File: src/rtl/cbc_pkg.sv
`timescale 1ns/1ps
// Package: shared constants for the multicore reset and boot controller.
// Holds the register index map, the control-register bit positions and the
// per-register reset values. Assumes four cores and a 32-bit register word.
package cbc_pkg;

    localparam int CBC_DW        = 32;
    localparam int CBC_NCORES    = 4;
    localparam int CBC_NREGS     = 16;

    // register indices (word index = byte address >> 2)
    localparam int IDX_CTRL      = 0;
    localparam int IDX_RSTAT     = 1;
    localparam int IDX_IMASK     = 2;
    localparam int IDX_STATUS    = 3;
    localparam int IDX_BOOTA     = 4;
    localparam int IDX_BOOTB     = 5;
    localparam int IDX_GP_BASE   = 5;   // general register k lives at 5+k

    // control-register bit positions
    localparam int BIT_DISP1     = 3;
    localparam int BIT_DISP2     = 12;
    localparam int BIT_RST_BASE  = 13;  // core n reset at 13+n
    localparam int BIT_EN_BASE   = 21;  // core n enable at 21+n (n >= 1)

    localparam logic [31:0] CTRL_RESET_VAL  = 32'h0000_0521;
    localparam logic [31:0] RSTAT_RESET_VAL = 32'h0000_0001;
    localparam logic [31:0] IMASK_RESET_VAL = 32'h0000_001F;

    // Reset value of the register at a given index.
    function automatic logic [31:0] reg_reset_value(input int idx);
        case (idx)
            IDX_CTRL:  return CTRL_RESET_VAL;
            IDX_RSTAT: return RSTAT_RESET_VAL;
            IDX_IMASK: return IMASK_RESET_VAL;
            default:   return 32'h0;
        endcase
    endfunction

    // Index of the general register that holds core n's entry address.
    function automatic int entry_addr_idx(input int n);
        return IDX_GP_BASE + 2 * n + 1;
    endfunction

    // Index of the general register that holds core n's entry argument.
    function automatic int entry_arg_idx(input int n);
        return IDX_GP_BASE + 2 * n + 2;
    endfunction

endpackage

File: src/rtl/cbc_regfile.sv
`timescale 1ns/1ps
// Module: cbc_regfile
// Flat bank of NREGS words with per-index reset values from cbc_pkg.
// One write port; the word to store is already final (the control
// register's self-clearing is resolved upstream). All words are exposed
// flat so the caller can read and tap them without extra ports.
module cbc_regfile #(
    parameter int DW    = 32,
    parameter int NREGS = 16
) (
    input  logic                     clk,
    input  logic                     rst_n,
    input  logic                     wr_en,
    input  logic [$clog2(NREGS)-1:0] wr_idx,
    input  logic [DW-1:0]            wr_data,
    output logic [NREGS*DW-1:0]      regs_flat
);

    localparam int IW = $clog2(NREGS);

    for (genvar g = 0; g < NREGS; g++) begin : g_word
        logic [DW-1:0] word_q;

        // Holds one register word; loads it on a write to its index.
        always_ff @(posedge clk) begin
            if (!rst_n) begin
                word_q <= DW'(cbc_pkg::reg_reset_value(g));
            end else if (wr_en && (wr_idx == IW'(g))) begin
                word_q <= wr_data;
            end
        end

        assign regs_flat[g*DW +: DW] = word_q;
    end

endmodule

File: src/rtl/cbc_ctrl_decode.sv
`timescale 1ns/1ps
// Module: cbc_ctrl_decode
// Combinational decode of a control-register write. It forms the change
// mask (stored XOR written), turns enable changes into power requests and
// reset-bit changes into reset requests, and computes the word to store
// with every self-clearing bit forced low. The requests are 0 unless
// apply is high. Assumes the bit layout in cbc_pkg.
module cbc_ctrl_decode
    import cbc_pkg::*;
#(
    parameter int DW     = 32,
    parameter int NCORES = 4
) (
    input  logic              apply,
    input  logic [DW-1:0]     ctrl_q,
    input  logic [DW-1:0]     wdata,
    output logic [DW-1:0]     ctrl_store,
    output logic [NCORES-1:0] rst_req,
    output logic [NCORES-1:0] on_req,
    output logic [NCORES-1:0] off_req
);

    logic [DW-1:0] chg;

    // Resolves the written word into stored value and per-core requests.
    always_comb begin
        ctrl_store = wdata;
        chg        = ctrl_q ^ wdata;
        rst_req    = '0;
        on_req     = '0;
        off_req    = '0;
        // enable changes take priority and consume the same core's reset
        for (int n = 1; n < NCORES; n++) begin
            if (chg[BIT_EN_BASE + n]) begin
                if (wdata[BIT_EN_BASE + n]) begin
                    on_req[n] = 1'b1;
                end else begin
                    off_req[n] = 1'b1;
                end
                ctrl_store[BIT_RST_BASE + n] = 1'b0;
                chg[BIT_RST_BASE + n]        = 1'b0;
            end
        end
        // remaining reset-bit changes fire reset requests
        for (int n = 0; n < NCORES; n++) begin
            if (chg[BIT_RST_BASE + n]) begin
                rst_req[n]                   = 1'b1;
                ctrl_store[BIT_RST_BASE + n] = 1'b0;
            end
        end
        // display-unit resets are taken in and cleared with no other action
        if (chg[BIT_DISP1]) ctrl_store[BIT_DISP1] = 1'b0;
        if (chg[BIT_DISP2]) ctrl_store[BIT_DISP2] = 1'b0;
        if (!apply) begin
            rst_req = '0;
            on_req  = '0;
            off_req = '0;
        end
    end

endmodule

File: src/rtl/cbc_strobe_reg.sv
`timescale 1ns/1ps
// Module: cbc_strobe_reg
// Registers the per-core requests as single-cycle strobes. Entry address
// and argument slices are loaded only with a power-on request, and are 0
// otherwise. Assumes the requests are already one cycle wide.
module cbc_strobe_reg #(
    parameter int DW     = 32,
    parameter int NCORES = 4
) (
    input  logic                 clk,
    input  logic                 rst_n,
    input  logic [NCORES-1:0]    rst_req,
    input  logic [NCORES-1:0]    on_req,
    input  logic [NCORES-1:0]    off_req,
    input  logic [NCORES*DW-1:0] entry_in,
    input  logic [NCORES*DW-1:0] arg_in,
    output logic [NCORES-1:0]    rst_pulse,
    output logic [NCORES-1:0]    on_pulse,
    output logic [NCORES-1:0]    off_pulse,
    output logic [NCORES*DW-1:0] entry_out,
    output logic [NCORES*DW-1:0] arg_out
);

    // Captures this cycle's requests; all outputs fall back to 0 next cycle.
    always_ff @(posedge clk) begin
        if (!rst_n) begin
            rst_pulse <= '0;
            on_pulse  <= '0;
            off_pulse <= '0;
            entry_out <= '0;
            arg_out   <= '0;
        end else begin
            rst_pulse <= rst_req;
            on_pulse  <= on_req;
            off_pulse <= off_req;
            for (int n = 0; n < NCORES; n++) begin
                entry_out[n*DW +: DW] <= on_req[n] ? entry_in[n*DW +: DW] : '0;
                arg_out[n*DW +: DW]   <= on_req[n] ? arg_in[n*DW +: DW]   : '0;
            end
        end
    end

endmodule

File: src/rtl/core_boot_ctrl.sv
`timescale 1ns/1ps
// Module: core_boot_ctrl (top)
// Memory-mapped reset and boot controller for a four-core cluster.
// Decodes word-aligned accesses into a 16-word register file, flags bad
// addresses, and turns control-register writes into per-core strobes.
// Assumes one access per cycle and the bit layout in cbc_pkg.
module core_boot_ctrl
    import cbc_pkg::*;
#(
    parameter int ADDR_W = 12,
    parameter int DW     = CBC_DW,
    parameter int NCORES = CBC_NCORES,
    parameter int NREGS  = CBC_NREGS
) (
    input  logic                 clk,
    input  logic                 rst_n,
    input  logic [ADDR_W-1:0]    bus_addr,
    input  logic                 bus_we,
    input  logic                 bus_re,
    input  logic [DW-1:0]        bus_wdata,
    output logic [DW-1:0]        bus_rdata,
    output logic                 bus_err,
    output logic [NCORES-1:0]    core_rst_pulse,
    output logic [NCORES-1:0]    core_on_pulse,
    output logic [NCORES-1:0]    core_off_pulse,
    output logic [NCORES*DW-1:0] core_entry_addr,
    output logic [NCORES*DW-1:0] core_entry_arg
);

    localparam int IW  = $clog2(NREGS);
    localparam int WIW = ADDR_W - 2;

    logic [WIW-1:0]          word_idx;
    logic [IW-1:0]           sel;
    logic                    in_range;
    logic                    wr_ok;
    logic                    ctrl_hit;
    logic [DW-1:0]           ctrl_store;
    logic [DW-1:0]           store_data;
    logic [NREGS*DW-1:0]     regs_flat;
    logic [NCORES-1:0]       rst_req;
    logic [NCORES-1:0]       on_req;
    logic [NCORES-1:0]       off_req;
    logic [NCORES*DW-1:0]    entry_taps;
    logic [NCORES*DW-1:0]    arg_taps;

    // Address decode: aligned word inside the register file.
    assign word_idx   = bus_addr[ADDR_W-1:2];
    assign sel        = word_idx[IW-1:0];
    assign in_range   = (bus_addr[1:0] == 2'b00) && (word_idx < WIW'(NREGS));
    assign wr_ok      = bus_we && in_range;
    assign ctrl_hit   = wr_ok && (sel == IW'(IDX_CTRL));
    assign store_data = ctrl_hit ? ctrl_store : bus_wdata;

    // Read path and error flag: out-of-range or unaligned reads return 0.
    assign bus_rdata = in_range ? regs_flat[sel*DW +: DW] : '0;
    assign bus_err   = (bus_we || bus_re) && !in_range;

    cbc_regfile #(
        .DW    (DW),
        .NREGS (NREGS)
    ) u_regs (
        .clk       (clk),
        .rst_n     (rst_n),
        .wr_en     (wr_ok),
        .wr_idx    (sel),
        .wr_data   (store_data),
        .regs_flat (regs_flat)
    );

    cbc_ctrl_decode #(
        .DW     (DW),
        .NCORES (NCORES)
    ) u_decode (
        .apply      (ctrl_hit),
        .ctrl_q     (regs_flat[IDX_CTRL*DW +: DW]),
        .wdata      (bus_wdata),
        .ctrl_store (ctrl_store),
        .rst_req    (rst_req),
        .on_req     (on_req),
        .off_req    (off_req)
    );

    // Per-core taps of the general registers holding entry address/argument.
    for (genvar n = 0; n < NCORES; n++) begin : g_tap
        if (n == 0) begin : g_primary
            assign entry_taps[n*DW +: DW] = '0;
            assign arg_taps[n*DW +: DW]   = '0;
        end else begin : g_secondary
            assign entry_taps[n*DW +: DW] = regs_flat[entry_addr_idx(n)*DW +: DW];
            assign arg_taps[n*DW +: DW]   = regs_flat[entry_arg_idx(n)*DW +: DW];
        end
    end

    cbc_strobe_reg #(
        .DW     (DW),
        .NCORES (NCORES)
    ) u_strobe (
        .clk       (clk),
        .rst_n     (rst_n),
        .rst_req   (rst_req),
        .on_req    (on_req),
        .off_req   (off_req),
        .entry_in  (entry_taps),
        .arg_in    (arg_taps),
        .rst_pulse (core_rst_pulse),
        .on_pulse  (core_on_pulse),
        .off_pulse (core_off_pulse),
        .entry_out (core_entry_addr),
        .arg_out   (core_entry_arg)
    );

endmodule

File: config.mk
export PLATFORM = sky130hd
export DESIGN_NAME = core_boot_ctrl
export DESIGN_NICKNAME = d
export VERILOG_FILES = /design/src/rtl/cbc_pkg.sv /design/src/rtl/cbc_regfile.sv /design/src/rtl/cbc_ctrl_decode.sv /design/src/rtl/cbc_strobe_reg.sv /design/src/rtl/core_boot_ctrl.sv
export SDC_FILE = /design/constraint.sdc
export NUM_CORES = 1
export LEC_CHECK = 0
export BUFFER_PORTS_ARGS = -buffer_cell sky130_fd_sc_hd__buf_4
export CAP_MARGIN = 25
export CORE_AREA = 4 4 256 446
export DETAILED_ROUTE_END_ITERATION = 8
export DIE_AREA = 0 0 260 450
export SETUP_SLACK_MARGIN = 0.2
export SKIP_CTS_REPAIR_TIMING = 1
export SYNTH_ARGS = -nofsm -noshare
export SYNTH_HDL_FRONTEND = slang
export SYNTH_SLANG_ARGS = --single-unit
File: constraint.sdc
create_clock -name clk -period 2.4 [get_ports clk]
set_clock_uncertainty 0.2 [all_clocks]
set_input_delay 0.24 -clock clk [delete_from_list [all_inputs] [get_ports clk]]
set_output_delay 0.24 -clock clk [all_outputs]
set_load 0.02 [all_outputs]
* Yosys cells after proc, flatten, opt, wreduce, memory -nomap -nowiden *
Index checks and enable logic that the tools add are counted.

storage, ports and cells
  register bits = 780
  memory bits (writable) = 0
  memories kept = 0
  memory bits (read-only) = 0
  bits in latches = 0

operators by class
  $add $sub $neg = 0
  eq/ne operators = 15
  bitwise operators = 1
  multipliers = 0
  shifts and indexed selects = 1
  div/mod/pow operators = 0
  order comparisons = 1
  muxes and demuxes = 28
  reduce and logical (&&, ||, !) cells = 30

operator list
  operator                                             count
  indexed part select 512 x 10 -> 32 bit               1
  == test 4 bit, second input constant                 8
  two-way mux 32 bit                                   1
  two-way mux 1 bit                                    25
  XOR 25 bit                                           1
  logical AND 1 bit                                    19
  two-way mux 17 bit                                   1
  == test 4 x 3 -> 1 bit, second input constant        4
  < comparator 10 x 5 -> 1 bit, second input constant  1
  AND reduction 3 bit                                  3
  == test 4 x 2 -> 1 bit, second input constant        2
  AND reduction 2 bit                                  4
  == test 4 x 1 -> 1 bit, second input constant        1
  logical NOT 4 bit                                    1
  two-way mux 4 bit                                    1
  logical NOT 2 bit                                    1
  logical NOT 1 bit                                    1
  logical OR 1 bit                                     1

* Logic depth before layout (Yosys ltp) *
Gate-level depths: netlist of the first run.

  depth after elaboration = 6
  mapped depth = 8
  gate-level depth less buffers = 4

* Cells and area by module *
From an unflattened synthesis of the first run, not the netlist that was laid out.

unflattened totals
  cell total of the unflattened synthesis = 2796
  area total of the unflattened synthesis = 30503.0 um^2

modules (own cells, without submodules)
  module           cells an instance  times used  area each (um^2)
  cbc_regfile      1750               1           18230.0
  cbc_strobe_reg   593                1           7363.3
  core_boot_ctrl   393                1           4461.8
  cbc_ctrl_decode  60                 1           447.9

* Least setup slack after synthesis of the first run *
Ideal clock, no wire load.

  path kind = input-to-output
  start = input bus_addr[2]
  end = output bus_rdata[30]
  path slack = 0.263 ns
  data required time = 1.960 ns
  data arrival time = 1.697 ns
  cell stages on the path = 8
  buffers on the path = 5
  cells stage by stage = buf_2 -> buf_6 -> buf_6 -> buf_4 -> buf_4 -> mux4_2 -> a22oi_1 -> nand2_1

on the way
  word-level cells in the longest chain between the ends = 3
  elaborated cells on any way between the ends = 4
  classes of those cells = order compare: 1; shift: 1; mux: 1; reduce/logical: 1

RTL lines
  item                                                                            line                  text
  from (decl)                                                                     core_boot_ctrl.sv:17  input logic [ADDR_W-1:0] bus_addr,
  branches (longest 2 deep; another with indexed part select 512 x 10 -> 32 bit)  n/a
  two-way mux 32 bit (*)                                                          core_boot_ctrl.sv:56  assign bus_rdata = in_range ? regs_flat[sel*DW +: DW] : '0;
  to (decl)                                                                       core_boot_ctrl.sv:21  output logic [DW-1:0] bus_rdata,

Every way passes the cells marked *.

* Final worst setup path of the first run *
  start = register u_regs.g_word[11].word_q[20]
  end = output bus_rdata[20]

on the way
  word-level cells in the longest chain between the ends = 2

RTL lines
  item                                    line                  text
  from (decl)                             cbc_regfile.sv:22     logic [DW-1:0] word_q;
  from (signal assigned)                  cbc_regfile.sv:27     word_q <= DW'(cbc_pkg::reg_reset_value(g));
  from (signal assigned)                  cbc_regfile.sv:29     word_q <= wr_data;
  indexed part select 512 x 10 -> 32 bit  core_boot_ctrl.sv:56
  two-way mux 32 bit                      core_boot_ctrl.sv:56

Every way passes these cells.

==> results of run 1 <==
## routing by layer
| layer | vias up | track usage, % | part of all wire [%] |
|---|---|---|---|
| met5 | - | 0 | 0 |
| met4 | 0 | 5.88 | 3.6 |
| met3 | 148 | 3.87 | 7.3 |
| met2 | 720 | 23.6 | 45 |
| met1 | 10100 | 20.2 | 44 |
| li1 | 9933 | - | - |
## through the flow
| step | setup TNS [ns] | hold WS, ns | worst slack [ns] | area [sq um] |
|---|---|---|---|---|
| after floorplan | 0 | 0.119 | 0.263 | 27700 |
| after global placement | -0.191 | 0.234 | -0.128 | 31600 |
| after detailed placement | -0.181 | 0.244 | -0.145 | 31600 |
| after CTS | -6.58 | -0.428 | -0.371 | 34000 |
| after global routing | -3.84 | 0.0472 | -0.177 | 35400 |
| final | -1.58 | 0.0381 | -0.117 | 35500 |
## worst min-delay path, delay by kind of cell
kind | cells | cell delay [ns]
simple gates | 3 | 0.41
compound gates | 1 | 0.07
buf+inv | 1 | 0.10
## final timing paths
| path | start | to | slack [ns] |
|---|---|---|---|
| setup reg to reg | u_regs.g_word[0].word_q[24] | u_regs.g_word[0].word_q[16] | 0.56 |
| hold / removal | bus_addr[0] | u_regs.g_word[0].word_q[23] | 0.04 |
| hold reg to reg | u_regs.g_word[0].word_q[12] | u_regs.g_word[0].word_q[12] | 0.25 |
| setup / recovery | u_regs.g_word[11].word_q[20] | bus_rdata[20] | -0.12 |
## synthesized netlist by cell type
cell type | instances | area share, %
sky130_fd_sc_hd__a21boi_1 | 9 | 0.25
sky130_fd_sc_hd__a22oi_1 | 32 | 0.87
sky130_fd_sc_hd__nor2_2 | 1 | 0.023
sky130_fd_sc_hd__mux4_2 | 128 | 10
sky130_fd_sc_hd__nor4_4 | 3 | 0.23
sky130_fd_sc_hd__mux2_2 | 32 | 1.3
sky130_fd_sc_hd__clkbuf_2 | 1 | 0.018
sky130_fd_sc_hd__o21ai_0 | 352 | 6.4
sky130_fd_sc_hd__dfxtp_1 | 714 | 52
sky130_fd_sc_hd__nor2_1 | 9 | 0.12
sky130_fd_sc_hd__nand4_2 | 2 | 0.091
sky130_fd_sc_hd__and2b_1 | 1 | 0.027
sky130_fd_sc_hd__mux2i_1 | 38 | 1.4
sky130_fd_sc_hd__and3_1 | 10 | 0.23
sky130_fd_sc_hd__buf_4 | 77 | 2.1
sky130_fd_sc_hd__buf_1 | 33 | 0.45
sky130_fd_sc_hd__o211a_1 | 2 | 0.073
sky130_fd_sc_hd__clkbuf_1 | 128 | 1.7
sky130_fd_sc_hd__inv_1 | 3 | 0.041
sky130_fd_sc_hd__ha_1 | 4 | 0.18
sky130_fd_sc_hd__and4_1 | 3 | 0.096
sky130_fd_sc_hd__and3b_1 | 3 | 0.096
sky130_fd_sc_hd__a21oi_1 | 4 | 0.073
sky130_fd_sc_hd__nor2b_1 | 1 | 0.023
sky130_fd_sc_hd__a21boi_0 | 78 | 2.1
sky130_fd_sc_hd__and2_1 | 194 | 4.4
sky130_fd_sc_hd__nand4_4 | 9 | 0.70
sky130_fd_sc_hd__o21ai_1 | 30 | 0.55
sky130_fd_sc_hd__nand2_1 | 316 | 4.3
sky130_fd_sc_hd__conb_1 | 1 | 0.014
sky130_fd_sc_hd__xor2_1 | 3 | 0.096
sky130_fd_sc_hd__nand3_1 | 378 | 6.9
sky130_fd_sc_hd__nand4_1 | 4 | 0.091
sky130_fd_sc_hd__buf_2 | 62 | 1.1
sky130_fd_sc_hd__nand2_2 | 1 | 0.023
sky130_fd_sc_hd__nor3b_2 | 1 | 0.046
sky130_fd_sc_hd__buf_8 | 2 | 0.11
sky130_fd_sc_hd__buf_6 | 27 | 1.1
sky130_fd_sc_hd__nor3_1 | 3 | 0.055
## power breakdown
group          switching, uW  internal (uW)  total [uW]
registers              0.591          11800       11800
clock network           5110           6620       11700
logic                    644            346         990
total                   5760          18800       24500
## flip-flops by register name, indices dropped and copies added, names as in the netlist
register,cells
u_strobe.on_pulse,3
u_strobe.arg_out,96
u_strobe.off_pulse,3
u_strobe.entry_out,96
u_strobe.rst_pulse,4
u_regs.g_word.word_q,512
## cell type report
type / count / area (sq um)
fill: 11200 / 74700
tap: 1467 / 1840
timing repair buffer: 511 / 4670
clock inverter: 35 / 435
multi-input combinational: 1717 / 12000
clock buffer: 95 / 2000
antenna: 7 / 17.5
inverter: 3 / 11.3
sequential: 714 / 14500
## logic make-up (layout without fill, tap and decap cells)
logic type,after synthesis,after routing,share of synthesized area [%]
multiplexers,198,198,13.2
AND/OR/NAND/NOR,939,939,17.5
XOR/XNOR,3,3,0.0956
adder cells (fa/ha/maj),4,4,0.182
AO/OA/AOI/OAI,507,507,10.4
other,1,73,0.0136
buffers and inverters,333,644,6.71
flip-flops,714,714,52.0
==> impl_summary.txt, run 1 <==
----------------------------------------------------
[Hold path]
  Hold Path Class ... input port to flip-flop
  WHS Path Cells ... 5

[Synthesis]
  Number of standard cells after synthesis ... 2699
  Sequential area share after synthesis ... 52.0%
  Average cell area after synthesis ... 10.2 sq um
  Number of different library cells in the post-synthesis netlist ... 39
  Syn. warnings ... 0
  Mapped Area ... 27500 sq um
  Yosys reg bits ... 714

[Timing]
  Slew Limit Headroom ... 62.3%
  Final number of setup-violating endpoints ... 32
  Final worst setup slack ... -0.117 ns
  Highest clock rate ... 0.397 GHz
  Unrepaired setup endpoints after global routing ... true
  Number of hold-slack violations in the final timing report ... 0
  Number of max-slew violations in the final report ... 0
  Time the worst path needs with I/O delays and setup ... 2.52 ns
  Transition time of the tightest slew-check pin ... 0.566 ns
  Post-route fraction of the period consumed by the critical path ... 105%

[Layout]
  Final instance count without filler cells ... 4549
  Most common cell after layout, fill and taps aside ... sky130_fd_sc_hd__dfxtp_1
  Most frequent cells in the layout ... sky130_fd_sc_hd__dfxtp_1, sky130_fd_sc_hd__buf_4, sky130_fd_sc_hd__nand3_1, sky130_fd_sc_hd__o21ai_0, sky130_fd_sc_hd__nand2_1
  # nets final ... 3070
  Final core utilization ... 32.2%
  Layout cells sized above 1 ... 31.1%
  P&R area growth vs syn ... 29.0%

[CTS]
  Clock Latency Late Sink ... 0.66 ns
  Max clock buf depth ... 3
  Clock tree sinks ... 714
  Clock edge transition at the registers on the reported setup and hold paths ... 0.07 ns
  Total number of H-tree levels ... 3
  Clock tree root driver cell ... sky130_fd_sc_hd__clkbuf_16
  Clock buffers created by TritonCTS ... 71
  CTS tree ... built

[GRT]
  Maximum number of pins on one net before global-route repair ... 65
  Overall overflow remaining after global route ... 0
  Vias in the first global route ... 20100
  First-pass GRT wire length ... 135 mm
  Number of antenna violations at the first check in global routing ... 12
  GRT Resource Usage Total ... 15.2%

[Job]
  Max-cap check violation count ... 0

[Floorplanning]
  Number of placement rows ... 161
  Num ports ... 349
  Core footprint ... 110000 sq um
  Floorplan die height ... 450 um
  Horizontal die dimension ... 260 um
  Starting utilization of the core area ... 24.9%
  Die footprint ... 117000 sq um

[Placement]
  Placer's final routability congestion estimate ... 0.828
  Dpl hpwl ... 65.1 mm
  Port Buf Inserts ... 282
  Dpl cells ... 4326

[Drt]
  Number of vias in the routed layout ... 20900
  DRC violation count after routing ... 0
  Iteration-0 DRC Markers ... 1537
  Routed WL ... 92.2 mm
  Via/cell ratio ... 4.59
  Router iterations before antenna repair ... 5
  DRT antenna net count ... 0
  Average routed wire per standard cell ... 20.3 um

[Setup path]
  Critical path's largest stage delay ... 0.47 ns
  WP buf/inv ... 1
  Critical path fanouts, max ... 3
  Critical path cell sequence ... mux4_2 -> mux2_4 -> nand2_4 -> nand2_4 -> buf_6
  Cells on worst reg2reg path ... 5
  Cell family contributing the most delay on the critical path ... multiplexers
  Data required time of the worst path ... 1.96 ns
  Slowest-stage cell, CP ... sky130_fd_sc_hd__mux4_2
  Cell with the most instances on the worst path ... sky130_fd_sc_hd__nand2_4
  Arrival time of the worst setup path ... 2.08 ns
  Type of the worst setup path ... flip-flop to output port
  Critical Path Source Type ... flip-flop
  Critical path endpoint category ... output port
  Levels on crit path ... 5

[Power]
  Cell Pwr Density ... 692 nW/um^2
  Leakage power total ... 0.0136 uW
  Peak supply drop ... 0.402 mV
  PnR Total Power ... 24500 uW

[Outcome]
  Failing checks ... setup timing
  Outcome ... complete, but fails checks

----------------------------------------------------
No activity file was read; power rests on OpenSTA's default activity.
==> run 2: changes to the inputs <==
--- a/config.mk
+++ b/config.mk
@@ -7,9 +7,9 @@
 export LEC_CHECK = 0
 export BUFFER_PORTS_ARGS = -buffer_cell sky130_fd_sc_hd__buf_4
 export CAP_MARGIN = 25
-export CORE_AREA = 4 4 256 446
+export CORE_AREA = 4 4 355 322
 export DETAILED_ROUTE_END_ITERATION = 8
-export DIE_AREA = 0 0 260 450
+export DIE_AREA = 0 0 359 326
 export SETUP_SLACK_MARGIN = 0.2
 export SKIP_CTS_REPAIR_TIMING = 1
 export SYNTH_ARGS = -nofsm -noshare
==> impl_summary.txt, run 2 (same netlist as run 1, synthesis figures left out) <==
----------------------------------------------------
[Placement]
  Placer's final routability congestion estimate ... 0.826 (was 0.828)
  Worst slack, placed ... -0.0874 ns (was -0.145 ns)
  Port Buf Inserts ... 282 (unchanged)
  Dpl hpwl ... 65.1 mm (about the same)
  Placed standard-cell area ... 31500 sq um (was 31600 sq um)

[Layout]
  Post-route design area ... 35200 sq um (was 35500 sq um)
  Combined flip-flop and latch cell area ... 14500 sq um (about the same)
  Most frequent cells in the layout ... sky130_fd_sc_hd__dfxtp_1, sky130_fd_sc_hd__nand3_1, sky130_fd_sc_hd__buf_4, sky130_fd_sc_hd__o21ai_0, sky130_fd_sc_hd__nand2_1 (was sky130_fd_sc_hd__dfxtp_1, sky130_fd_sc_hd__buf_4, sky130_fd_sc_hd__nand3_1, sky130_fd_sc_hd__o21ai_0, sky130_fd_sc_hd__nand2_1)
  Layout cells sized above 1 ... 30.4% (was 31.1%)
  Largest Register ... u_regs.g_word.word_q (unchanged)
  # nets final ... 3049 (was 3070)
  Combined area of the multi-input logic cells ... 11900 sq um (was 12000 sq um)
  Fillers ... 11300 (was 11200)
  P&R area growth vs syn ... 28.1% (was 29.0%)
  Registers with the most flip-flops ... u_regs.g_word.word_q: 512 flops, u_strobe.arg_out: 96 flops, u_strobe.entry_out: 96 flops (unchanged)
  Most common cell after layout, fill and taps aside ... sky130_fd_sc_hd__dfxtp_1 (unchanged)
  Number of flip-flops under the largest register name ... 512 (unchanged)

[Power]
  Cell Pwr Density ... 695 nW/um^2 (was 692 nW/um^2)
  Total net switching power ... 5470 uW (was 5760 uW)
  Clock network power share ... 47.6% (was 47.8%)
  Design internal power ... 19000 uW (was 18800 uW)
  Switching share of power ... 22.4% (was 23.5%)
  Peak supply drop ... 0.440 mV (was 0.402 mV)
  Portion of total power attributed to sequential cells ... 48.3% (was 48.2%)
  Logic pwr share ... 4.1% (was 4.0%)
  Leakage power total ... 0.0134 uW (was 0.0136 uW)

[Floorplanning]
  Num ports ... 349 (unchanged)
  Starting utilization of the core area ... 24.9% (about the same)
  Horizontal die dimension ... 359 um (was 260 um)
  Die footprint ... 117000 sq um (about the same)
  Core footprint ... 111000 sq um (was 110000 sq um)
  Floorplan die height ... 326 um (was 450 um)
  Number of placement rows ... 116 (was 161)

[CTS]
  Clock Latency Late Sink ... 0.62 ns (was 0.66 ns)
  Total number of H-tree levels ... 3 (unchanged)
  CTS tree ... built (unchanged)
  Clock tree sinks ... 714 (unchanged)
  Clock buffers created by TritonCTS ... 73 (was 71)
  Clock tree root driver cell ... sky130_fd_sc_hd__clkbuf_16 (unchanged)
  Clock edge transition at the registers on the reported setup and hold paths ... 0.07 ns (about the same)
  Max clock buf depth ... 3 (unchanged)

[Outcome]
  Outcome ... complete, but fails checks (unchanged)
  Failing checks ... setup timing (unchanged)

[Setup path]
  Cell family contributing the most delay on the critical path ... multiplexers (unchanged)
  Startpoint of the worst-slack reg-to-reg timing path ... u_regs.g_word[0].word_q[23] (was u_regs.g_word[0].word_q[24])
  Critical path's largest stage delay ... 0.48 ns (was 0.47 ns)
  Slowest-stage cell, CP ... sky130_fd_sc_hd__mux4_2 (unchanged)
  Cell with the most instances on the worst path ... sky130_fd_sc_hd__nand2_4 (unchanged)
  Timing startpoint of the critical path ... u_regs.g_word[11].word_q[1] (was u_regs.g_word[11].word_q[20])
  Critical path fanouts, max ... 3 (unchanged)
  Critical Path Source Type ... flip-flop (unchanged)
  Data required time of the worst path ... 1.96 ns (about the same)
  Critical path endpoint category ... output port (unchanged)
  WP buf/inv ... 2 (was 1)
  Arrival time of the worst setup path ... 2.15 ns (was 2.08 ns)
  Critical path cell sequence ... mux4_2 -> mux2_4 -> nand2_4 -> nand2_4 -> buf_12 -> buf_8 (was mux4_2 -> mux2_4 -> nand2_4 -> nand2_4 -> buf_6)
  Type of the worst setup path ... flip-flop to output port (unchanged)

[GRT]
  Overall overflow remaining after global route ... 0 (unchanged)
  Vias in the first global route ... 19400 (was 20100)
  Number of antenna violations at the first check in global routing ... 9 (was 12)
  GRT Resource Usage Total ... 14.5% (was 15.2%)
  First-pass GRT wire length ... 131 mm (was 135 mm)
  Maximum number of pins on one net before global-route repair ... 60 (was 65)

[Timing]
  Post-route fraction of the period consumed by the critical path ... 108% (was 105%)
  Time the worst path needs with I/O delays and setup ... 2.59 ns (was 2.52 ns)
  Slew Limit Headroom ... 58.3% (was 62.3%)
  Number of hold-slack violations in the final timing report ... 0 (unchanged)
  Unrepaired setup endpoints after global routing ... true (unchanged)
  Final worst setup slack ... -0.188 ns (was -0.117 ns)
  Final number of setup-violating endpoints ... 27 (was 32)
  TNS Setup ... -1.56 ns (was -1.58 ns)
  Number of max-slew violations in the final report ... 0 (unchanged)
  Transition time of the tightest slew-check pin ... 0.624 ns (was 0.566 ns)
  Highest clock rate ... 0.386 GHz (was 0.397 GHz)

[Job]
  Max-cap check violation count ... 0 (unchanged)

[Hold path]
  Worst hold start ... bus_we (was bus_addr[0])
  Hold Path Class ... input port to flip-flop (unchanged)

[Drt]
  Uppermost metal layer occupied by signal nets ... met5 (was met4)
  Via/cell ratio ... 4.64 (was 4.59)
  Routed length on met2 ... 35.9 mm (was 41.6 mm)
  Routed WL ... 89.5 mm (was 92.2 mm)
  DRT antenna net count ... 0 (unchanged)
  Iteration-0 DRC Markers ... 1823 (was 1537)
  Router iterations before antenna repair ... 5 (unchanged)
  Average routed wire per standard cell ... 19.8 um (was 20.3 um)
  DRC violation count after routing ... 0 (unchanged)
  Number of vias in the routed layout ... 21000 (was 20900)
  Met1 layer wirelength in the final routing ... 45.1 mm (was 40.6 mm)
  Met3 wirelength from detailed routing ... 6.41 mm (was 6.68 mm)

----------------------------------------------------
-- run 2: cell count changes in the layout (fill, tap and decap cells not counted), moves of 6 or more --
cell                      previous run  this run
sky130_fd_sc_hd__buf_4             393       368
sky130_fd_sc_hd__dfxtp_2            82        93
sky130_fd_sc_hd__dfxtp_4            26        16
sky130_fd_sc_hd__nand2_1           260       269
sky130_fd_sc_hd__a22oi_1            19        11
sky130_fd_sc_hd__a22oi_2            13        21
sky130_fd_sc_hd__diode_2             7         1
sky130_fd_sc_hd__nand2_4            12         6
-- run 2: metrics by stage --
| stage | util, % | instances | total power [uW] | hold slack, ns |
|---|---|---|---|---|
| global route | 31.8 | 4523 | 25200 | 0.120 |
| floorplan | - | 2764 | 12800 | 0.119 |
| CTS | 30.7 | 4448 | 24700 | -0.330 |
| finish | 31.8 | 4523 | 24500 | 0.0989 |
| global placement | 28.5 | 4323 | 13000 | 0.239 |
| detailed placement | 28.5 | 4323 | 13000 | 0.247 |
-- run 2: final timing paths --
check	slack [ns]	to	depth (start not counted)
hold / removal	0.1	u_regs.g_word[8].word_q[2]	5
hold reg to reg	0.26	u_regs.g_word[4].word_q[6]	2
setup reg to reg	0.78	u_strobe.arg_out[92]	6
setup / recovery	-0.19	bus_rdata[1]	6
-- run 2: power groups by stage --
stage | clock network, uW | registers (uW) | logic [uW]
after global routing | 12300 | 11800 | 1060
after global placement | 0 | 12100 | 910
after detailed placement | 0 | 12100 | 913
after floorplan | 0 | 12100 | 647
after CTS | 11900 | 11800 | 915
final | 11700 | 11800 | 996
-- run 2: final cells by class --
class | instances | area share, %
multi-input cells | 1717 | 33.9
clock inverters | 29 | 1.09
diodes | 1 | 0.00711
flip-flops and latches | 714 | 41.1
clock buffers | 96 | 5.77
repair buffers | 488 | 12.9
inverters | 3 | 0.0320
well taps | 1475 | 5.24
-- run 2: routing by layer --
layer / global-route usage, % / vias up
li1: - / 9881
met1: 22.6 / 10200
met2: 19.6 / 737
met3: 3.08 / 119
met4: 4.41 / 2
met5: 0 / -
-- run 2: worst min-delay path: stages --
cell and delay [ns]:
sky130_fd_sc_hd__buf_4 0.14, sky130_fd_sc_hd__nand2_1 0.10, sky130_fd_sc_hd__nor4_4 0.06, sky130_fd_sc_hd__buf_12 0.18, sky130_fd_sc_hd__mux2i_1 0.14
==> run 3: changes to the inputs <==
--- a/config.mk
+++ b/config.mk
@@ -5,11 +5,12 @@
 export SDC_FILE = /design/constraint.sdc
 export NUM_CORES = 1
 export LEC_CHECK = 0
-export BUFFER_PORTS_ARGS = -buffer_cell sky130_fd_sc_hd__buf_4
+export ABC_AREA = 1
+export BUFFER_PORTS_ARGS = -buffer_cell sky130_fd_sc_hd__clkbuf_2
 export CAP_MARGIN = 25
-export CORE_AREA = 4 4 355 322
+export CORE_AREA = 4 4 370 336
 export DETAILED_ROUTE_END_ITERATION = 8
-export DIE_AREA = 0 0 359 326
+export DIE_AREA = 0 0 374 340
 export SETUP_SLACK_MARGIN = 0.2
 export SKIP_CTS_REPAIR_TIMING = 1
 export SYNTH_ARGS = -nofsm -noshare
==> impl_summary.txt, run 3 <==
----------------------------------------------------
[Synthesis]
  Synth top cells by count ... sky130_fd_sc_hd__nor2_1, sky130_fd_sc_hd__nand2_1, sky130_fd_sc_hd__dfxtp_1 (was sky130_fd_sc_hd__dfxtp_1, sky130_fd_sc_hd__nand3_1, sky130_fd_sc_hd__o21ai_0)
  Async set-reset flop share out of synthesis ... 0% (unchanged)
  Sequential area share after synthesis ... 47.8% (was 52.0%)
  Number of different library cells in the post-synthesis netlist ... 29 (was 39)
  Number of standard cells after synthesis ... 4475 (was 2699)
  Cell types occupying the most area after synthesis ... sky130_fd_sc_hd__dfxtp_1, sky130_fd_sc_hd__nor2_1, sky130_fd_sc_hd__nand2_1, sky130_fd_sc_hd__inv_1, sky130_fd_sc_hd__a21oi_1 (was sky130_fd_sc_hd__dfxtp_1, sky130_fd_sc_hd__mux4_2, sky130_fd_sc_hd__nand3_1, sky130_fd_sc_hd__o21ai_0, sky130_fd_sc_hd__and2_1)
  Mapped Area ... 29900 sq um (was 27500 sq um)
  Number of enable flip-flop cells after synthesis ... 0 (unchanged)
  Syn. warnings ... 0 (unchanged)
  Average cell area after synthesis ... 6.68 sq um (was 10.2 sq um)
  Library cell occupying the most area in the post-synthesis netlist ... sky130_fd_sc_hd__dfxtp_1 (unchanged)
  Area share of the largest cell type after synthesis ... 47.8% (was 52.0%)
  Yosys reg bits ... 714 (unchanged)
  Leading cell type by number of instances after synthesis ... sky130_fd_sc_hd__nor2_1 (was sky130_fd_sc_hd__dfxtp_1)
  Primary flip-flop cell chosen by synthesis mapping ... sky130_fd_sc_hd__dfxtp_1 (unchanged)

[Drt]
  Average routed wire per standard cell ... 16.4 um (was 19.8 um)
  Router iterations before antenna repair ... 7 (was 5)
  Iteration-0 DRC Markers ... 2049 (was 1823)
  Routed WL ... 106 mm (was 89.5 mm)
  DRT antenna net count ... 0 (unchanged)
  Number of vias in the routed layout ... 27800 (was 21000)
  Via/cell ratio ... 4.31 (was 4.64)
  DRC violation count after routing ... 0 (unchanged)

[Setup path]
  Worst-case register-to-register setup slack ... 0.73 ns (was 0.78 ns)
  Cells on worst reg2reg path ... 7 (was 6)
  Critical path fanouts, max ... 9 (was 3)
  Data required time of the worst path ... 1.96 ns (about the same)
  Critical path's largest stage delay ... 0.18 ns (was 0.48 ns)
  Critical path cell sequence ... clkbuf_4 -> buf_6 -> nand2_8 -> buf_4 -> clkbuf_16 -> nor2_1 -> a21oi_2 -> nand2_1 -> nand2_1 -> nand3_2 -> nor2_4 -> buf_6 -> buf_6 (was mux4_2 -> mux2_4 -> nand2_4 -> nand2_4 -> buf_12 -> buf_8)
  Cell with the most instances on the worst path ... sky130_fd_sc_hd__buf_6 (was sky130_fd_sc_hd__nand2_4)
  Type of the worst setup path ... input port to output port (was flip-flop to output port)
  Slowest-stage cell, CP ... sky130_fd_sc_hd__clkbuf_4 (was sky130_fd_sc_hd__mux4_2)
  Critical Path Source Type ... input port (was flip-flop)
  Startpoint of the worst-slack reg-to-reg timing path ... u_regs.g_word[0].word_q[24] (was u_regs.g_word[0].word_q[23])
  Arrival time of the worst setup path ... 1.88 ns (was 2.15 ns)
  Critical path endpoint category ... output port (unchanged)
  Critical register-to-register path endpoint ... u_regs.g_word[15].word_q[16] (was u_strobe.arg_out[92])

[Layout]
  Registers with the most flip-flops ... u_regs.g_word.word_q: 512 flops, u_strobe.arg_out: 96 flops, u_strobe.entry_out: 96 flops (unchanged)
  Largest Register ... u_regs.g_word.word_q (unchanged)
  P&R area growth vs syn ... 27.7% (was 28.1%)
  # nets final ... 4839 (was 3049)
  Layout cells sized above 1 ... 18.5% (was 30.4%)
  Most common cell after layout, fill and taps aside ... sky130_fd_sc_hd__nor2_1 (was sky130_fd_sc_hd__dfxtp_1)
  Most frequent cells in the layout ... sky130_fd_sc_hd__nor2_1, sky130_fd_sc_hd__nand2_1, sky130_fd_sc_hd__dfxtp_1, sky130_fd_sc_hd__inv_1, sky130_fd_sc_hd__clkbuf_2 (was sky130_fd_sc_hd__dfxtp_1, sky130_fd_sc_hd__nand3_1, sky130_fd_sc_hd__buf_4, sky130_fd_sc_hd__o21ai_0, sky130_fd_sc_hd__nand2_1)
  Number of flip-flops under the largest register name ... 512 (unchanged)

[Timing]
  Final number of setup-violating endpoints ... 0 (was 27)
  Final worst setup slack ... 0.0789 ns (was -0.188 ns)
  Time the worst path needs with I/O delays and setup ... 2.32 ns (was 2.59 ns)
  Highest clock rate ... 0.431 GHz (was 0.386 GHz)
  Number of hold-slack violations in the final timing report ... 0 (unchanged)
  Final hold slack ... 0.00414 ns (was 0.0989 ns)
  Unrepaired setup endpoints after global routing ... true (unchanged)
  Transition time of the tightest slew-check pin ... 0.593 ns (was 0.624 ns)
  Number of max-slew violations in the final report ... 0 (unchanged)
  Slew Limit Headroom ... 60.5% (was 58.3%)
  Post-route fraction of the period consumed by the critical path ... 96.7% (was 108%)

[CTS]
  Clock Latency Late Sink ... 0.63 ns (was 0.62 ns)
  Clock tree root driver cell ... sky130_fd_sc_hd__clkbuf_16 (unchanged)
  Max clock buf depth ... 3 (unchanged)
  Total number of H-tree levels ... 3 (unchanged)
  Clock tree sinks ... 714 (unchanged)
  Clock buffers created by TritonCTS ... 79 (was 73)
  Clock edge transition at the registers on the reported setup and hold paths ... 0.06 ns (was 0.07 ns)
  CTS tree ... built (unchanged)

[GRT]
  Number of antenna violations at the first check in global routing ... 12 (was 9)
  Vias in the first global route ... 25000 (was 19400)
  GRT Resource Usage Total ... 15.6% (was 14.5%)
  Overall overflow remaining after global route ... 0 (unchanged)
  Maximum number of pins on one net before global-route repair ... 99 (was 60)
  First-pass GRT wire length ... 155 mm (was 131 mm)

[Hold path]
  Worst hold start ... bus_wdata[31] (was bus_we)
  Worst Hold End ... u_regs.g_word[10].word_q[31] (was u_regs.g_word[8].word_q[2])
  Hold Path Class ... input port to flip-flop (unchanged)
  WHS Path Cells ... 3 (was 5)

[Placement]
  Dpl hpwl ... 72.6 mm (was 65.1 mm)
  Worst slack, placed ... -0.188 ns (was -0.0874 ns)
  Placer's final routability congestion estimate ... 0.856 (was 0.826)
  Port Buf Inserts ... 282 (unchanged)

[Floorplanning]
  Horizontal die dimension ... 374 um (was 359 um)
  Floorplan die height ... 340 um (was 326 um)
  Die footprint ... 127000 sq um (was 117000 sq um)
  Number of placement rows ... 121 (was 116)
  Num ports ... 349 (unchanged)
  Starting utilization of the core area ... 24.8% (was 24.9%)
  Core footprint ... 120000 sq um (was 111000 sq um)

[Job]
  Max-cap check violation count ... 0 (unchanged)

[Power]
  Cell Pwr Density ... 679 nW/um^2 (was 695 nW/um^2)
  Peak supply drop ... 0.440 mV (about the same)
  Leakage power total ... 0.0184 uW (was 0.0134 uW)

[Outcome]
  Outcome ... completed (was complete, but fails checks)

----------------------------------------------------
==> run 3: worst max-delay path by stage <==
stage                           startpoint             to  slack (ns)
6_report                       bus_addr[3]  bus_rdata[18]        0.08
4_1_cts         u_regs.g_word[8].word_q[5]   bus_rdata[5]       -0.23
3_5_place_dp                   bus_addr[3]   bus_rdata[2]       -0.19
5_1_grt        u_regs.g_word[0].word_q[19]  bus_rdata[19]       0.008
2_1_floorplan                  bus_addr[2]   bus_rdata[0]        0.35
3_3_place_gp                   bus_addr[3]   bus_rdata[5]       -0.20
==> run 3: kinds of logic after synthesis <==
kind of cell / share of synthesized area [%]
flip-flops: 47.8
adder cells (fa/ha/maj): 0.167
buffers and inverters: 12.1
AND/OR/NAND/NOR: 32.0
other: 0.0125
AO/OA/AOI/OAI: 7.93
==> run 3: metal layers <==
layer | track usage, % | part of all wire [%] | vias up | wire length (um)
li1 | - | - | 14000 | -
met1 | 18.5 | 40 | 12900 | 42800
met2 | 28.0 | 50 | 746 | 53500
met3 | 4.17 | 6.8 | 147 | 7190
met4 | 3.67 | 2.3 | 6 | 2480
met5 | 0 | 0.029 | - | 31
==> run 3: power breakdown <==
| part | switching (uW) | internal, uW | leakage [uW] | total [uW] |
|---|---|---|---|---|
| registers | 0.716 | 11800 | 0.00578 | 11900 |
| clock network | 5000 | 7350 | 0.00129 | 12400 |
| logic | 1180 | 531 | 0.0114 | 1710 |
| total | 6180 | 19700 | 0.0184 | 25900 |
==> run 3: cell type report <==
type	instances	area, sq um
tap	1599	2000
sequential	714	14400
inverter	508	1910
timing repair buffer	524	4300
antenna	9	22.5
fill	12800	82200
multi-input combinational	2960	13000
clock buffer	114	2320
clock inverter	23	304
==> run 3: metrics by stage <==
step           std cells  total power, uW  util (%)  area [sq um]  TNS [ns]
2_1_floorplan       4540            13000         -         30100         0
3_3_place_gp        6237            13600      28.1         33900    -0.829
3_5_place_dp        6237            13600      28.1         33900    -0.846
4_1_cts             6374            25900      30.3         36500     -2.03
5_1_grt             6447            26800      31.7         38200         0
6_report            6451            25900      31.7         38200         0
==> run 3: critical path: cells and delay by family <==
family / cells / cell delay (ns)
compound gates: 1 / 0.09
buf+inv: 6 / 0.88
simple gates: 6 / 0.65
